`src/rtl/tmr_pkg.sv`:
```
package tmr_pkg;
    localparam int IDX_W = 4;

    typedef enum logic [IDX_W-1:0] {
        RI_PORTB   = 4'd0,
        RI_PORTA   = 4'd1,
        RI_DIRB    = 4'd2,
        RI_DIRA    = 4'd3,
        RI_T1CL    = 4'd4,
        RI_T1CH    = 4'd5,
        RI_T1LL    = 4'd6,
        RI_T1LH    = 4'd7,
        RI_T2L     = 4'd8,
        RI_T2H     = 4'd9,
        RI_SHIFT   = 4'd10,
        RI_AUXC    = 4'd11,
        RI_PERC    = 4'd12,
        RI_FLAGS   = 4'd13,
        RI_ENAB    = 4'd14,
        RI_PORTANH = 4'd15
    } reg_idx_e;

    localparam int FLG_SHIFT = 2;
    localparam int FLG_T2    = 5;
    localparam int FLG_T1    = 6;

    localparam logic [1:0] T1_MODE_CONT = 2'b01;

    typedef enum logic {T1_COUNT, T1_WRAP}  t1_phase_e;
    typedef enum logic {T2_ARMED, T2_SPENT} t2_state_e;
endpackage

```
`src/rtl/tick_prescaler.sv`:
```
module tick_prescaler #(
    parameter int DIV = 6
) (
    input  logic clk,
    input  logic rst_n,
    output logic tick
);
    generate
        if (DIV <= 1) begin : g_bypass
            assign tick = 1'b1;
        end else begin : g_div
            localparam int CW = $clog2(DIV);
            localparam logic [CW-1:0] LAST = CW'(DIV - 1);
            logic [CW-1:0] cnt_q;

            always_ff @(posedge clk or negedge rst_n) begin
                if (!rst_n)            cnt_q <= '0;
                else if (cnt_q == LAST) cnt_q <= '0;
                else                    cnt_q <= cnt_q + 1'b1;
            end

            assign tick = (cnt_q == LAST);
        end
    endgenerate
endmodule

```
`src/rtl/reload_timer.sv`:
```
module reload_timer
    import tmr_pkg::*;
#(
    parameter int W = 16
) (
    input  logic         clk,
    input  logic         rst_n,
    input  logic         tick,
    input  logic         load,
    input  logic [W-1:0] load_val,
    input  logic [W-1:0] latch,
    output logic [W-1:0] count,
    output logic         wrap,
    output logic         zero_hit
);
    t1_phase_e    phase_q, phase_d;
    logic [W-1:0] cnt_q, cnt_d;

    always_ff @(posedge clk or negedge rst_n) begin
        if (!rst_n) begin
            phase_q <= T1_COUNT;
            cnt_q   <= '1;
        end else begin
            phase_q <= phase_d;
            cnt_q   <= cnt_d;
        end
    end

    always_comb begin
        phase_d = phase_q;
        cnt_d   = cnt_q;
        if (load) begin
            cnt_d   = load_val;
            phase_d = T1_COUNT;
        end else if (tick) begin
            unique case (phase_q)
                T1_COUNT: begin
                    if (cnt_q == '0) begin
                        cnt_d   = '1;
                        phase_d = T1_WRAP;
                    end else begin
                        cnt_d = cnt_q - W'(1);
                    end
                end
                T1_WRAP: begin
                    cnt_d   = latch;
                    phase_d = T1_COUNT;
                end
            endcase
        end
    end

    always_comb begin
        zero_hit = 1'b0;
        if (tick && !load) begin
            unique case (phase_q)
                T1_COUNT: zero_hit = (cnt_q == W'(1));
                T1_WRAP:  zero_hit = (latch == '0);
            endcase
        end
    end

    assign count = cnt_q;
    assign wrap  = (phase_q == T1_WRAP);
endmodule

```
`src/rtl/oneshot_timer.sv`:
```
module oneshot_timer
    import tmr_pkg::*;
#(
    parameter int W = 16
) (
    input  logic         clk,
    input  logic         rst_n,
    input  logic         tick,
    input  logic         load,
    input  logic [W-1:0] load_val,
    output logic [W-1:0] count,
    output logic         fire
);
    t2_state_e    st_q, st_d;
    logic [W-1:0] cnt_q, cnt_d;

    always_ff @(posedge clk or negedge rst_n) begin
        if (!rst_n) begin
            st_q  <= T2_SPENT;
            cnt_q <= '1;
        end else begin
            st_q  <= st_d;
            cnt_q <= cnt_d;
        end
    end

    always_comb begin
        st_d  = st_q;
        cnt_d = cnt_q;
        if (load) begin
            cnt_d = load_val;
            st_d  = T2_ARMED;
        end else if (tick) begin
            cnt_d = cnt_q - W'(1);
            unique case (st_q)
                T2_ARMED: if (cnt_q == W'(1)) st_d = T2_SPENT;
                T2_SPENT: st_d = T2_SPENT;
            endcase
        end
    end

    always_comb begin
        fire = 1'b0;
        if (tick && !load) begin
            unique case (st_q)
                T2_ARMED: fire = (cnt_q == W'(1));
                T2_SPENT: fire = 1'b0;
            endcase
        end
    end

    assign count = cnt_q;
endmodule

```
`src/rtl/dual_interval_timer.sv`:
```
module dual_interval_timer
    import tmr_pkg::*;
#(
    parameter int TICK_DIV = 6,
    parameter int IDX_LSB  = 9,
    parameter int DATA_W   = 8
) (
    input  logic                          clk,
    input  logic                          rst_n,
    input  logic                          bus_sel,
    input  logic                          bus_wr,
    input  logic [IDX_LSB+IDX_W-1:IDX_LSB] bus_addr,
    input  logic [DATA_W-1:0]             bus_wdata,
    output logic [DATA_W-1:0]             bus_rdata,
    input  logic                          shift_evt,
    output logic                          irq
);
    localparam int TW = 2 * DATA_W;
    localparam int FW = DATA_W - 1;

    reg_idx_e          ridx;
    logic              wr_en, rd_en, tick;
    logic [DATA_W-1:0] pb_q, pa_q, dirb_q, dira_q, sr_q, acr_q, pcr_q, anh_q;
    logic [DATA_W-1:0] t2_lat_q, rdata_q, rd_mux;
    logic [TW-1:0]     t1_latch, t1_count, t2_count, t1_load_val, t2_load_val;
    logic [FW-1:0]     ifr_q, ifr_d, ier_q;
    logic              t1_load, t2_load, t1_wrap, t1_hit, t2_fire;

    assign ridx  = reg_idx_e'(bus_addr);
    assign wr_en = bus_sel & bus_wr;
    assign rd_en = bus_sel & ~bus_wr;

    assign t1_load     = wr_en && (ridx == RI_T1CH);
    assign t1_load_val = {bus_wdata, t1_latch[DATA_W-1:0]};
    assign t2_load     = wr_en && ((ridx == RI_T2L) || (ridx == RI_T2H));
    assign t2_load_val = (ridx == RI_T2L) ? {{DATA_W{1'b0}}, bus_wdata}
                                          : {bus_wdata, t2_lat_q};

    tick_prescaler #(.DIV(TICK_DIV)) u_presc (
        .clk  (clk),
        .rst_n(rst_n),
        .tick (tick)
    );

    reload_timer #(.W(TW)) u_t1 (
        .clk     (clk),
        .rst_n   (rst_n),
        .tick    (tick),
        .load    (t1_load),
        .load_val(t1_load_val),
        .latch   (t1_latch),
        .count   (t1_count),
        .wrap    (t1_wrap),
        .zero_hit(t1_hit)
    );

    oneshot_timer #(.W(TW)) u_t2 (
        .clk     (clk),
        .rst_n   (rst_n),
        .tick    (tick),
        .load    (t2_load),
        .load_val(t2_load_val),
        .count   (t2_count),
        .fire    (t2_fire)
    );

    // Plain storage, latches and enable register
    always_ff @(posedge clk or negedge rst_n) begin
        if (!rst_n) begin
            pb_q     <= '0;
            pa_q     <= '0;
            dirb_q   <= '0;
            dira_q   <= '0;
            sr_q     <= '0;
            acr_q    <= '0;
            pcr_q    <= '0;
            anh_q    <= '0;
            t1_latch <= '1;
            t2_lat_q <= '0;
            ier_q    <= '0;
        end else if (wr_en) begin
            unique case (ridx)
                RI_PORTB:          pb_q     <= bus_wdata;
                RI_PORTA:          pa_q     <= bus_wdata;
                RI_DIRB:           dirb_q   <= bus_wdata;
                RI_DIRA:           dira_q   <= bus_wdata;
                RI_T1CL, RI_T1LL:  t1_latch[DATA_W-1:0]  <= bus_wdata;
                RI_T1CH, RI_T1LH:  t1_latch[TW-1:DATA_W] <= bus_wdata;
                RI_T2L:            t2_lat_q <= bus_wdata;
                RI_SHIFT:          sr_q     <= bus_wdata;
                RI_AUXC:           acr_q    <= bus_wdata;
                RI_PERC:           pcr_q    <= bus_wdata;
                RI_ENAB: begin
                    if (bus_wdata[DATA_W-1]) ier_q <= ier_q | bus_wdata[FW-1:0];
                    else                     ier_q <= ier_q & ~bus_wdata[FW-1:0];
                end
                RI_PORTANH:        anh_q    <= bus_wdata;
                default: ;
            endcase
        end
    end

    // Flags: read clears, then event sets, then write clears (write wins)
    always_comb begin
        ifr_d = ifr_q;
        if (rd_en && ridx == RI_T1CL)  ifr_d[FLG_T1]    = 1'b0;
        if (rd_en && ridx == RI_T2L)   ifr_d[FLG_T2]    = 1'b0;
        if (rd_en && ridx == RI_SHIFT) ifr_d[FLG_SHIFT] = 1'b0;
        if (t1_hit && acr_q[DATA_W-1:DATA_W-2] == T1_MODE_CONT) ifr_d[FLG_T1] = 1'b1;
        if (t2_fire)   ifr_d[FLG_T2]    = 1'b1;
        if (shift_evt) ifr_d[FLG_SHIFT] = 1'b1;
        if (wr_en && (ridx == RI_T1CH || ridx == RI_T1LH)) ifr_d[FLG_T1] = 1'b0;
        if (wr_en && ridx == RI_FLAGS) ifr_d = ifr_d & ~bus_wdata[FW-1:0];
    end

    always_ff @(posedge clk or negedge rst_n) begin
        if (!rst_n) ifr_q <= '0;
        else        ifr_q <= ifr_d;
    end

    always_comb begin
        unique case (ridx)
            RI_PORTB:   rd_mux = pb_q;
            RI_PORTA:   rd_mux = pa_q;
            RI_DIRB:    rd_mux = dirb_q;
            RI_DIRA:    rd_mux = dira_q;
            RI_T1CL:    rd_mux = t1_count[DATA_W-1:0];
            RI_T1CH:    rd_mux = t1_count[TW-1:DATA_W];
            RI_T1LL:    rd_mux = t1_latch[DATA_W-1:0];
            RI_T1LH:    rd_mux = t1_latch[TW-1:DATA_W];
            RI_T2L:     rd_mux = t2_count[DATA_W-1:0];
            RI_T2H:     rd_mux = t2_count[TW-1:DATA_W];
            RI_SHIFT:   rd_mux = sr_q;
            RI_AUXC:    rd_mux = acr_q;
            RI_PERC:    rd_mux = pcr_q;
            RI_FLAGS:   rd_mux = {|(ifr_q & ier_q), ifr_q};
            RI_ENAB:    rd_mux = {1'b0, ier_q};
            RI_PORTANH: rd_mux = anh_q;
            default:    rd_mux = '0;
        endcase
    end

    always_ff @(posedge clk or negedge rst_n) begin
        if (!rst_n)     rdata_q <= '0;
        else if (rd_en) rdata_q <= rd_mux;
    end

    assign bus_rdata = rdata_q;
    assign irq = (ifr_q[FLG_T1] & ier_q[FLG_T1]) | (ifr_q[FLG_SHIFT] & ier_q[FLG_SHIFT]);
endmodule

```
`config.mk`:
```
export PLATFORM = sky130hd
export DESIGN_NAME = dual_interval_timer
export DESIGN_NICKNAME = d
export VERILOG_FILES = /design/src/rtl/tmr_pkg.sv /design/src/rtl/tick_prescaler.sv /design/src/rtl/reload_timer.sv /design/src/rtl/oneshot_timer.sv /design/src/rtl/dual_interval_timer.sv
export SDC_FILE = /design/constraint.sdc
export NUM_CORES = 1
export LEC_CHECK = 0
export ABC_AREA = 1
export BUFFER_PORTS_ARGS = -buffer_cell sky130_fd_sc_hd__buf_2
export CAP_MARGIN = 25
export CELL_PAD_IN_SITES_DETAIL_PLACEMENT = 0
export CELL_PAD_IN_SITES_GLOBAL_PLACEMENT = 1
export CORE_ASPECT_RATIO = 0.8
export CORE_MARGIN = 1.5
export CORE_UTILIZATION = 46
export DETAILED_ROUTE_END_ITERATION = 6
export PLACE_DENSITY_LB_ADDON = 0.1
export SETUP_SLACK_MARGIN = 0.05
export SKIP_LAST_GASP = 1
export SYNTH_ARGS = -nofsm -noshare
export SYNTH_HDL_FRONTEND = slang
export SYNTH_SLANG_ARGS = --single-unit
```
`constraint.sdc`:
```
create_clock -name clk -period 1.8 [get_ports clk]
set_input_delay 0.09 -clock clk [delete_from_list [all_inputs] [get_ports clk]]
set_output_delay 0.09 -clock clk [all_outputs]
set_load 0.01 [all_outputs]
```
# Yosys cells after proc, flatten, opt, wreduce, memory -nomap -nowiden
# Index checks and enable logic that the tools add are counted.
# W data, S select, Z words.
# word_totals
reg_bits	147
input_bits	17
word_cells	119
# classes
add_sub_neg	3
eq_ne	19
muxes	30
bitwise	13
n_reduce_logical	34
# ops
operator	n
$pmux W8 S16	1
$mux W16	6
$eq A16 B1 Y1 const B	2
$eq A4 B4 Y1 const B	8
$logic_not A16 Y1	2
$pmux W16 S2	1
$sub A16 B1 Y16 const B	2
$reduce_and A2 Y1	12
$and A7 B7 Y7	3
$eq A4 B3 Y1 const B	4
$mux W1	15
$mux W7	2
$logic_and A1 B1 Y1	10
$eq A4 B2 Y1 const B	2
$pmux W1 S2	4
$not A7 Y7	1
$or A7 B7 Y7	1
$reduce_or A7 Y1	1
$and A1 B1 Y1	4
$eq A4 B1 Y1 const B	1
$logic_not A4 Y1	1
$reduce_bool A2 Y1	2
$reduce_or A2 Y1	2
$add A3 B1 Y3 const B	1
7 further kinds	11

# Longest topological paths before layout
# logic_depth
word_depth	10
ltp_mapped	11
depth_no_buf	10

# By module
# From an unflattened synthesis, not the netlist that was laid out.
# hier_totals
cells_unflattened	1131
area_unflattened_um2	8197.9
# by_module_without_submodules
mod	instances	cells_each	area_each_um2	seq_area_each_um2
dual_interval_timer	1	727	5351.4	2772.7
reload_timer	1	229	1511.4	445.4
oneshot_timer	1	161	1214.9	446.7
tick_prescaler	1	14	120.1	75.1

# Least setup slack after synthesis
# OpenSTA, ideal clock, no wires.
# synth_path
path_kind	reg-to-reg
start	reg u_t2.cnt_q[0], in the netlist u_t2.count[0]
end	reg u_t2.cnt_q[10], in the netlist u_t2.count[10]
arrival_ns	1.492
t_required_ns	1.714
path_slack_ns	0.222
stages_incl_launch_ff	10
path_buffers	0
synth_period_minus_slack_ns	1.578
path_cell_list	dfstp_2 inv_1 ha_1 inv_1 nor3_1 nand2_1 nor2_1 nor2_1 o21ai_0 o21ai_0
# synth_between
elab_chain_len	3
# synth_rtl
item	line_no	rtl
from (decl)	oneshot_timer.sv:15	logic [W-1:0] cnt_q, cnt_d;
from (signal assigned)	oneshot_timer.sv:23	cnt_q <= cnt_d;
$sub A16 B1 Y16	oneshot_timer.sv:34	cnt_d = cnt_q - W'(1);
$mux W16	oneshot_timer.sv:33	end else if (tick) begin
$mux W16	oneshot_timer.sv:30	if (load) begin
# Every way passes these cells. The select of a mux whose other input is x is not followed.
# A chain may end at the register's enable or synchronous reset.

# Worst setup path after layout
# layout_path
start	reg u_t1.cnt_q[0], in the netlist u_t1.count[0]
end	reg u_t1.cnt_q[8], in the netlist u_t1.count[8]
# layout_between
elab_chain_len	5
elab_cells_between_ends	6
classes_between	add/sub: 1; mux: 4; reduce/logical: 1
# layout_rtl
item	line_no	rtl
from (decl)	reload_timer.sv:17	logic [W-1:0] cnt_q, cnt_d;
from (signal assigned)	reload_timer.sv:25	cnt_q <= cnt_d;
$sub A16 B1 Y16 or $logic_not A16 Y1 (tied branches)	reload_timer.sv:42, reload_timer.sv:38	
$mux W16 *	reload_timer.sv:38	if (cnt_q == '0) begin
$pmux W16 S2 *	reload_timer.sv:36	unique case (phase_q)
$mux W16 *	reload_timer.sv:35	end else if (tick) begin
$mux W16 *	reload_timer.sv:32	if (load) begin
# Mark *: on every way between the ends. The rest lies on a longest branch, timed or not. The select of a mux whose other input is x is not followed.

==> metrics <==
highest-delay cell along the critical path=sky130_fd_sc_hd__dfstp_2; total number of nets in the final design=1204; relative contribution of sequential cells to total power=44.1%; proportion of layout cells with a drive suffix above 1=14.07%; CP Launch Point=u_t1.count[0]; clock tree from TritonCTS=yes; count of fill cells added during filler insertion=1673; main area contributors after synthesis=sky130_fd_sc_hd__dfrtp_1, sky130_fd_sc_hd__nand2_1, sky130_fd_sc_hd__dfstp_2; area of the multi-input gates=3797 um^2; total of flip-flops plus latches after synthesis=147; worst slew slack as a fraction of its limit=52.92%; Leakage Power=4.670 nW; starting utilization of the core area=47.64%; worst-skew pair later-pin latency=430 ps; crit-path leading delay family=flip-flops; routed via count=7859; fraction of power spent switching nets=33.27%; clk root buf=sky130_fd_sc_hd__clkbuf_16; global routing usage summed across all routing layers=32.36%; number of optimization iterations in the first detailed-route pass=6; pin count of the biggest net entering global routing=57; endpoint arrival time on the critical path=1990 ps; area of the mapped netlist=8011 um^2; Internal Pwr Total=0.007627 W; WS Path Type=reg -> reg; setup repair after global routing missed its margin=true; number of global-route vias before repair=7221; Hold Worst Slack=16.83 ps; final routed wirelength across all metal layers=27.73 mm; path type of the worst min-delay path=in -> reg; EDFF count, synth=0; area of all placed cells without fillers=9394 um^2; proportion of register bits with asynchronous set or reset after synthesis=100.0%; Fin. Hold Viols=0; TritonCTS sink count=147; Crit path buffers/inverters=1; wire length of the first global-routing pass=43.14 mm; Max Buffers Root-to-Sink=2; number of max-slew violations in the final report=0; H-tree depth reported by CTS=4; Synth Net Count=1143; top-level I/O count=26; total global routing overflow=0; final cell utilization of the core=55.86%; Setup Buffers After CTS=0; Clock power frac=34.9%; clock period minus final worst setup slack=1636 ps; Worst EP required=2150 ps; period utilisation layout=90.91%; Gate Count Post-Synth=1121; startpoint kind of the worst setup timing path=flip-flop; total number of yosys warnings=0; Antenna Violating Nets Remaining=0; Critical Path Max Stage Delay=550 ps; worst setup skew after layout=8.819 ps; clock transition at the registers of the reported paths=70 ps; setup violators final=0; Worst VDD drop=805.4 uV; Primary FF master, synth=sky130_fd_sc_hd__dfrtp_1; maximum fanout count along the critical path=5; area occupied by registers=3740 um^2; count of placed standard cells in the final layout, fillers left out=1414; Power per Cell Area=1217 nW/um^2; width of the die=150.5 um; die height=121.0 um; cell total after placement=1375; Core Region=16820 um^2; placed cell area=8646 um^2; half-perimeter wire length after detailed placement=20.44 mm; R2R Path Start=u_t1.count[0]; number of design rule violations left after detail routing=0; cells traversed along the worst timing path=inv_1 -> ha_1 -> nand2_1 -> nor2_1 -> xor2_1 -> nand3_1 -> nand2_1 -> nand3_1; crit path capture type=flip-flop; cts bufs inserted=17; starting DRC count in detailed routing=932; transition time of the tightest slew-check pin=705.5 ps; net switching power figure=0.003802 W; setup total negative slack=0 ps; number of max-cap violations=0; number of placement rows=42; top achievable clock speed=611.1 MHz; total of buffers placed on input and output ports=25; initial antenna violation count=0; Logic pwr share=21.1%; hold path start=bus_wdata[4]; Synth-to-Final Area Change=17.26%; Avg WL per Cell=19.61 um; diodes inserted=0; routability-driven placement congestion ratio=0.9484; post-synthesis average cell area=7.147 um^2; vias per cell=5.558; area of the die=18220 um^2; outcome=completed; sequential share of the synthesized area=46.68%; count of different cell masters after synthesis=36; share of the synthesized area in the top cell type=30.61%; Synth area leader=sky130_fd_sc_hd__dfrtp_1
-- worst paths after layout --
| kind | endpoint | depth (start not counted) | slack, ps |
|---|---|---|---|
| hold reg to reg | bus_rdata[4] | 2 | 480 |
| setup / recovery | u_t1.count[8] | 8 | 160 |
| min in group asynchronous | sr_q[2] | 2 | 150 |
| setup reg to reg | u_t1.count[8] | 8 | 160 |
| hold / removal | t2_lat_q[4] | 3 | 20 |
| max in group asynchronous | u_t1.count[9] | 3 | 920 |
-- placed cells by master (no fill, tap or decap), types with 3 or more instances in the layout --
cell type and count:
sky130_fd_sc_hd__nor2_1 116, sky130_fd_sc_hd__nand2_1 385, sky130_fd_sc_hd__dlygate4sd3_1 8, sky130_fd_sc_hd__nor3_1 7, sky130_fd_sc_hd__o21ai_0 134, sky130_fd_sc_hd__dfstp_2 49
sky130_fd_sc_hd__a21oi_1 17, sky130_fd_sc_hd__buf_2 24, sky130_fd_sc_hd__o22ai_1 9, sky130_fd_sc_hd__dfrtp_1 98, sky130_fd_sc_hd__nand4_1 15, sky130_fd_sc_hd__clkinv_4 5
sky130_fd_sc_hd__o21bai_1 7, sky130_fd_sc_hd__bufinv_16 5, sky130_fd_sc_hd__xnor2_1 3, sky130_fd_sc_hd__clkbuf_16 17, sky130_fd_sc_hd__ha_1 5, sky130_fd_sc_hd__o21ai_1 4
sky130_fd_sc_hd__nand3_1 109, sky130_fd_sc_hd__nor2_2 5, sky130_fd_sc_hd__inv_1 83, sky130_fd_sc_hd__o211ai_1 5, sky130_fd_sc_hd__inv_2 6, sky130_fd_sc_hd__o21a_1 4
sky130_fd_sc_hd__buf_4 45, sky130_fd_sc_hd__o31ai_1 3
-- cells by family (layout without fill, tap and decap cells) --
logic type / after synthesis / in the layout / synth area share, %
simple gates: 647 / 647 / 33.14
flops: 147 / 147 / 46.68
buf+inv: 128 / 201 / 6.091
xor+xnor: 5 / 5 / 0.5467
compound gates: 189 / 189 / 12.76
fa+ha+maj: 5 / 5 / 0.7809
-- cell usage after synthesis, types with 6 or more instances --
master and count:
sky130_fd_sc_hd__a21oi_1 17, sky130_fd_sc_hd__o21bai_1 7, sky130_fd_sc_hd__clkbuf_1 30, sky130_fd_sc_hd__nand3_1 109, sky130_fd_sc_hd__nand2_1 385, sky130_fd_sc_hd__dfrtp_1 98
sky130_fd_sc_hd__nor3_1 8, sky130_fd_sc_hd__nand4_1 15, sky130_fd_sc_hd__inv_2 6, sky130_fd_sc_hd__o21ai_0 134, sky130_fd_sc_hd__inv_1 83, sky130_fd_sc_hd__o22ai_1 9
sky130_fd_sc_hd__buf_2 6, sky130_fd_sc_hd__dfstp_2 49, sky130_fd_sc_hd__nor2_1 117
-- worst reg2reg max path: cells and delay by family (launching register included) --
| family | cells | cell delay (ps) |
|---|---|---|
| xor gates and xnor gates | 1 | 160 |
| adders and majority gates | 1 | 220 |
| buffers and inverters | 1 | 100 |
| DFF | 1 | 550 |
| and+or+nand+nor | 5 | 520 |
-- power groups by stage --
stage               Sequential, W  Combinational [W]  Clock (W)
detailed placement        0.00502            0.00235          0
floorplan                 0.00475            0.00161          0
finish                    0.00504            0.00241    0.00398
global route              0.00512            0.00274    0.00415
global placement          0.00504            0.00232          0
CTS                       0.00498            0.00237    0.00404
-- layer usage --
layer | vias up | global-route usage [%] | wire (um)
met3 | 48 | 5.376 | 2475
met5 | - | 0 | 0
li1 | 3764 | - | -
met1 | 3673 | 50.02 | 12940
met4 | 0 | 9.069 | 677
met2 | 374 | 46.24 | 11630
-- final cells by class --
type                       instances  area share, %
sequential                       147          39.81
clock inverter                    14          2.437
clock buffer                      17          4.529
multi-input combinational        846          40.42
tap                              220          2.930
inverter                          90          3.596
timing repair buffer              80          6.273
-- stage by stage --
stage / setup slack [ps] / power, W
2_1_floorplan: 221.8 / 0.006364
3_3_place_gp: 134.4 / 0.007360
3_5_place_dp: 120.0 / 0.007368
4_1_cts: 108.5 / 0.01139
5_1_grt: 45.77 / 0.01201
6_report: 163.7 / 0.01143
-- what timing repair did --
item,4_1_cts,5_1_grt
gates resized for setup,0,3
endpoints found under the setup margin,0,5
hold buffers,8,0
endpoints found under the hold margin,100,0
No activity file was read; power rests on OpenSTA's default activity.
